[src/rtl/snan_quieter.sv]
module snan_quieter #(
  parameter int EXP_D  = 11,
  parameter int FRAC_D = 52,
  parameter int EXP_S  = 8,
  parameter int FRAC_S = 23
) (
  input  logic                        clk,
  input  logic                        rst,
  input  logic                        in_valid,
  input  logic [EXP_D+FRAC_D:0]       in_op,
  input  logic                        in_dbl,
  input  logic                        in_legacy,
  output logic                        out_valid,
  output logic [EXP_D+FRAC_D:0]       out_res,
  output logic                        out_invalid
);
  localparam int WD = 1 + EXP_D + FRAC_D;
  localparam int WS = 1 + EXP_S + FRAC_S;

  // binary32 view
  logic [WS-1:0]     s_op;
  logic [EXP_S-1:0]  s_exp;
  logic [FRAC_S-1:0] s_frac, s_frac_leg, s_frac_new;
  logic              s_snan;

  assign s_op   = in_op[WS-1:0];
  assign s_exp  = s_op[FRAC_S +: EXP_S];
  assign s_frac = s_op[FRAC_S-1:0];
  assign s_snan = (&s_exp) && (|s_frac) && (s_frac[FRAC_S-1] == in_legacy);
  assign s_frac_leg = (|s_frac[FRAC_S-2:0]) ? {1'b0, s_frac[FRAC_S-2:0]}
                                            : {2'b01, {(FRAC_S-2){1'b0}}};
  assign s_frac_new = in_legacy ? s_frac_leg : {1'b1, s_frac[FRAC_S-2:0]};

  // binary64 view
  logic [EXP_D-1:0]  d_exp;
  logic [FRAC_D-1:0] d_frac, d_frac_leg, d_frac_new;
  logic              d_snan;

  assign d_exp  = in_op[FRAC_D +: EXP_D];
  assign d_frac = in_op[FRAC_D-1:0];
  assign d_snan = (&d_exp) && (|d_frac) && (d_frac[FRAC_D-1] == in_legacy);
  assign d_frac_leg = (|d_frac[FRAC_D-2:0]) ? {1'b0, d_frac[FRAC_D-2:0]}
                                            : {2'b01, {(FRAC_D-2){1'b0}}};
  assign d_frac_new = in_legacy ? d_frac_leg : {1'b1, d_frac[FRAC_D-2:0]};

  logic          snan;
  logic [WD-1:0] res_d, res_s, res_next;

  assign res_d    = d_snan ? {in_op[WD-1:FRAC_D], d_frac_new} : in_op;
  assign res_s    = {{(WD-WS){1'b0}}, (s_snan ? {s_op[WS-1:FRAC_S], s_frac_new} : s_op)};
  assign res_next = in_dbl ? res_d : res_s;
  assign snan     = in_dbl ? d_snan : s_snan;

  logic fmt_q, mode_q;

  always_ff @(posedge clk) begin
    if (rst) begin
      out_valid   <= 1'b0;
      out_invalid <= 1'b0;
      out_res     <= '0;
      fmt_q       <= 1'b0;
      mode_q      <= 1'b0;
    end else begin
      out_valid   <= in_valid;
      out_invalid <= in_valid && snan;
      if (in_valid) begin
        out_res <= res_next;
        fmt_q   <= in_dbl;
        mode_q  <= in_legacy;
      end
    end
  end

  p_valid_follow_r1: assert property (@(posedge clk) disable iff (rst)
    in_valid |=> out_valid);
  p_valid_drop_r1: assert property (@(posedge clk) disable iff (rst)
    !in_valid |=> !out_valid);
  p_flag_gated_r8: assert property (@(posedge clk) disable iff (rst)
    !out_valid |-> !out_invalid);
  p_upper_zero_r7: assert property (@(posedge clk) disable iff (rst)
    (out_valid && !fmt_q) |-> (out_res[WD-1:WS] == '0));
  p_quiet_2008_r3: assert property (@(posedge clk) disable iff (rst)
    (out_invalid && !mode_q && fmt_q) |->
      ((&out_res[FRAC_D +: EXP_D]) && out_res[FRAC_D-1]));
  p_quiet_legacy_r5: assert property (@(posedge clk) disable iff (rst)
    (out_invalid && mode_q && fmt_q) |->
      ((&out_res[FRAC_D +: EXP_D]) && !out_res[FRAC_D-1] && (|out_res[FRAC_D-2:0])));
  p_quiet_legacy_s_r4: assert property (@(posedge clk) disable iff (rst)
    (out_invalid && mode_q && !fmt_q) |->
      ((&out_res[FRAC_S +: EXP_S]) && !out_res[FRAC_S-1] && (|out_res[FRAC_S-2:0])));
  p_pass_dbl_r6: assert property (@(posedge clk) disable iff (rst)
    (out_valid && !out_invalid && fmt_q) |-> (out_res == $past(in_op)));
endmodule

[config.mk]
export PLATFORM = sky130hd
export DESIGN_NAME = snan_quieter
export DESIGN_NICKNAME = d
export VERILOG_FILES = /design/src/rtl/snan_quieter.sv
export SDC_FILE = /design/constraint.sdc
export NUM_CORES = 1
export LEC_CHECK = 0
export ABC_AREA = 1
export ABC_CLOCK_PERIOD_IN_PS = 1400
export BUFFER_PORTS_ARGS = -buffer_cell sky130_fd_sc_hd__buf_2
export CORE_UTILIZATION = 45
export DETAILED_ROUTE_END_ITERATION = 10
export PLACE_DENSITY = 0.78
export SLEW_MARGIN = 30
export SYNTH_ARGS = -nofsm -noshare
export SYNTH_HDL_FRONTEND = slang
export SYNTH_SLANG_ARGS = --single-unit
[constraint.sdc]
create_clock -name clk -period 1.4 [get_ports clk]
set_input_delay 0.35 -clock clk [delete_from_list [all_inputs] [get_ports clk]]
set_output_delay 0.35 -clock clk [all_outputs]
set_load 0.01 [all_outputs]
==> run_results.csv <==
group,metric,value,unit
die,core,5510,µm²
timing,finalHoldViolCount,0,
route,drc,0,
layout,drive_above_1_share,38.0,%
critical_path,regToRegEndpoint,"out_res[7]$_SDFFE_PP0P_",
timing,skew,0,ns
timing,drv_slew,0,
critical_path,path_delay_family,"flip-flops",
timing,fin_crit_sh,83.3,%
critical_path,worstSetupEndpointType,"primary output",
critical_path,critPathLaunchType,"register",
grt,gr-total-overflow,0,
cts,cts_resized,0,
die,die_w,77.8,µm
critical_path,slowest_delay,0.35,ns
critical_path,critical_path.cell_chain,"buf_2",
layout,fill_cells,490,
route,dr.pass1.iters,4,
grt,grt_max_degree,34,
critical_path,critPathArrivalTime,0.82,ns
hold_path,hp-class,"input port to register",
timing,fmax,0.857,GHz
cts,hold_buffers,0,
route,drt_first_iter_violations,110,
critical_path,reg2reg_depth,1,
cts,cts_buffers,9,
critical_path,path_class,"register to primary output",
layout,area_growth,37.6,%
hold_path,min_to,"out_res[4]$_SDFFE_PP0P_",
logic_synthesis,ys_ff_latch,66,
timing,timing.setup.tns,0,ns
grt,grt_antenna_before_repair,0,
logic_synthesis,synth.cell_area,2580,µm²
logic_synthesis,syn_nets,386,
cts,path_clk_slew,0.07,ns
route,routedWlPerCell,13.0,µm
power,power.total,0.00400,W
timing,tightest_slew,0.444,ns
cts,htree_levels,3,
placed_design,place_hpwl,5240,µm
placed_design,place_congestion,0.833,
logic_synthesis,yosys_warnings,0,
timing,maxSlewHeadroom,70.3,%
placed_design,io_buffer_count,134,
hold_path,min_path_cells,2,
cts,cts_tree,"yes",
grt,grt_pass1_wl,11400,µm
timing,fin_crit,1.17,ns
timing,whs,0.255,ns
die,io-pin-count,135,
critical_path,ff2ff_setup_slack,0.74,ns
die,die_area,6050,µm²
power,p_per_area,1120,nW/µm²
job,cap_violations,0,
die,die-height,77.8,µm
power,p_leak,1.71,nW
critical_path,worstPathBufferInverterCount,1,
timing,setup_viol,0,
logic_synthesis,yosysSeqAreaShare,51.1,%
layout,diodes,0,
critical_path,cp_max_fo,2,
grt,grt_pass1_vias,2570,
route,vias_per_cell,5.08,
route,ant_nets,0,
cts,clk_latency,0.32,ns
critical_path,crit_slowest_cell,"dfxtp_1",
power,vdd_drop_max,0.587,mV
layout,final_nets,524,
critical_path,required,1.05,ns
critical_path,r2r_start,"out_res[7]$_SDFFE_PP0P_",
cts,cts.sinks,66,
status,status,"complete, no violations",
logic_synthesis,syn_inst,317,
cts,cts_buffer_depth,2,
die,initial_core_util,46.9,%
timing,rsz0062_at_grt,"false",
route,wirelength,6910,µm
logic_synthesis,syn_avg_cell_area,8.15,µm²
route,num_vias,2701,
cts,cts-root-buf,"clkbuf_8",
logic_synthesis,synthDistinctLibCells,21,
grt,grt.total_usage,23.8,%
layout,post-route-util,64.6,%
hold_path,hold_start,"in_op[4]",
die,fp-row-count,27,
cts,postCtsSetupBuffers,0,
[worst max path at each step]
stage / startpoint / end / slack (ns) / depth (start not counted)
2_1_floorplan: in_op[10] / out_res[51]$_SDFFE_PP0P_ / 0.20 / 10
3_3_place_gp: in_op[10] / out_res[51]$_SDFFE_PP0P_ / -0.03 / 11
3_5_place_dp: in_op[10] / out_res[51]$_SDFFE_PP0P_ / -0.07 / 11
4_1_cts: out_res[53]$_SDFFE_PP0P_ / out_res[53] / 0.23 / 1
5_1_grt: out_res[47]$_SDFFE_PP0P_ / out_res[47] / 0.18 / 1
6_report: out_res[30]$_SDFFE_PP0P_ / out_res[30] / 0.23 / 1
[kinds of logic (layout without fill, tap and decap cells)]
| family | after synthesis | count (layout) | synth area share [%] |
|---|---|---|---|
| DFF | 66 | 66 | 51.1 |
| AOI/OAI and AO/OA | 68 | 68 | 18.5 |
| xor gates and xnor gates | 2 | 2 | 0.678 |
| and+or+nand+nor | 154 | 154 | 24.9 |
| buffers and inverters | 27 | 170 | 4.74 |
[cell usage in the layout (no fill, tap or decap), drive strengths merged]
master	count
nand4	4
dfxtp	66
o21ai	3
xnor2	2
clkinv	2
clkbuf	14
a21oi	33
buf	144
nor2	47
a22o	20
nand2	92
inv	10
nand3	11
a32o	12
[power by group]
part	switching (W)	total, W	internal (W)
logic	0.000295	0.000536	0.000242
clock network	0.000665	0.00145	0.000785
registers	0.0000427	0.00201	0.00197
[through the flow]
step	setup slack (ns)	cell area, µm²	std cells
after global routing	0.184	3560	532
after CTS	0.227	3560	532
after detailed placement	-0.0656	3370	516
after floorplan	0.195	2580	317
final	0.233	3560	532
after global placement	-0.0275	3370	516
[cell usage after synthesis, drive strengths merged]
cell type	instances	area [µm²]
clkbuf	7	26.3
o21ai	3	15.0
xnor2	2	17.5
nor2	47	211
nand2	92	353
a21oi	33	169
inv	10	37.5
nand3	11	55.1
a32o	12	120
buf	10	58.8
a22o	20	175
dfxtp	66	1320
nand4	4	25.0
[routing by layer]
metal | part of all wire, % | track usage (%)
met1 | 43 | 26.9
met2 | 48 | 40.8
met3 | 7.2 | 7.18
met4 | 1.9 | 11.3
met5 | 0 | 0
[state kept, by name, indices dropped and copies added, names as in the netlist]
name         flops
out_res         64
out_invalid      1
out_valid        1
[cell type report]
type	count	area [µm²]	share of cell area, %
repair buffers	144	783	22.0
well taps	72	90.1	2.53
multi-input cells	224	1140	32.1
clock inverters	2	10.0	0.281
clock buffers	14	173	4.86
flip-flops and latches	66	1320	37.2
inverters	10	37.5	1.06
Power figures use the tool's default switching activity.
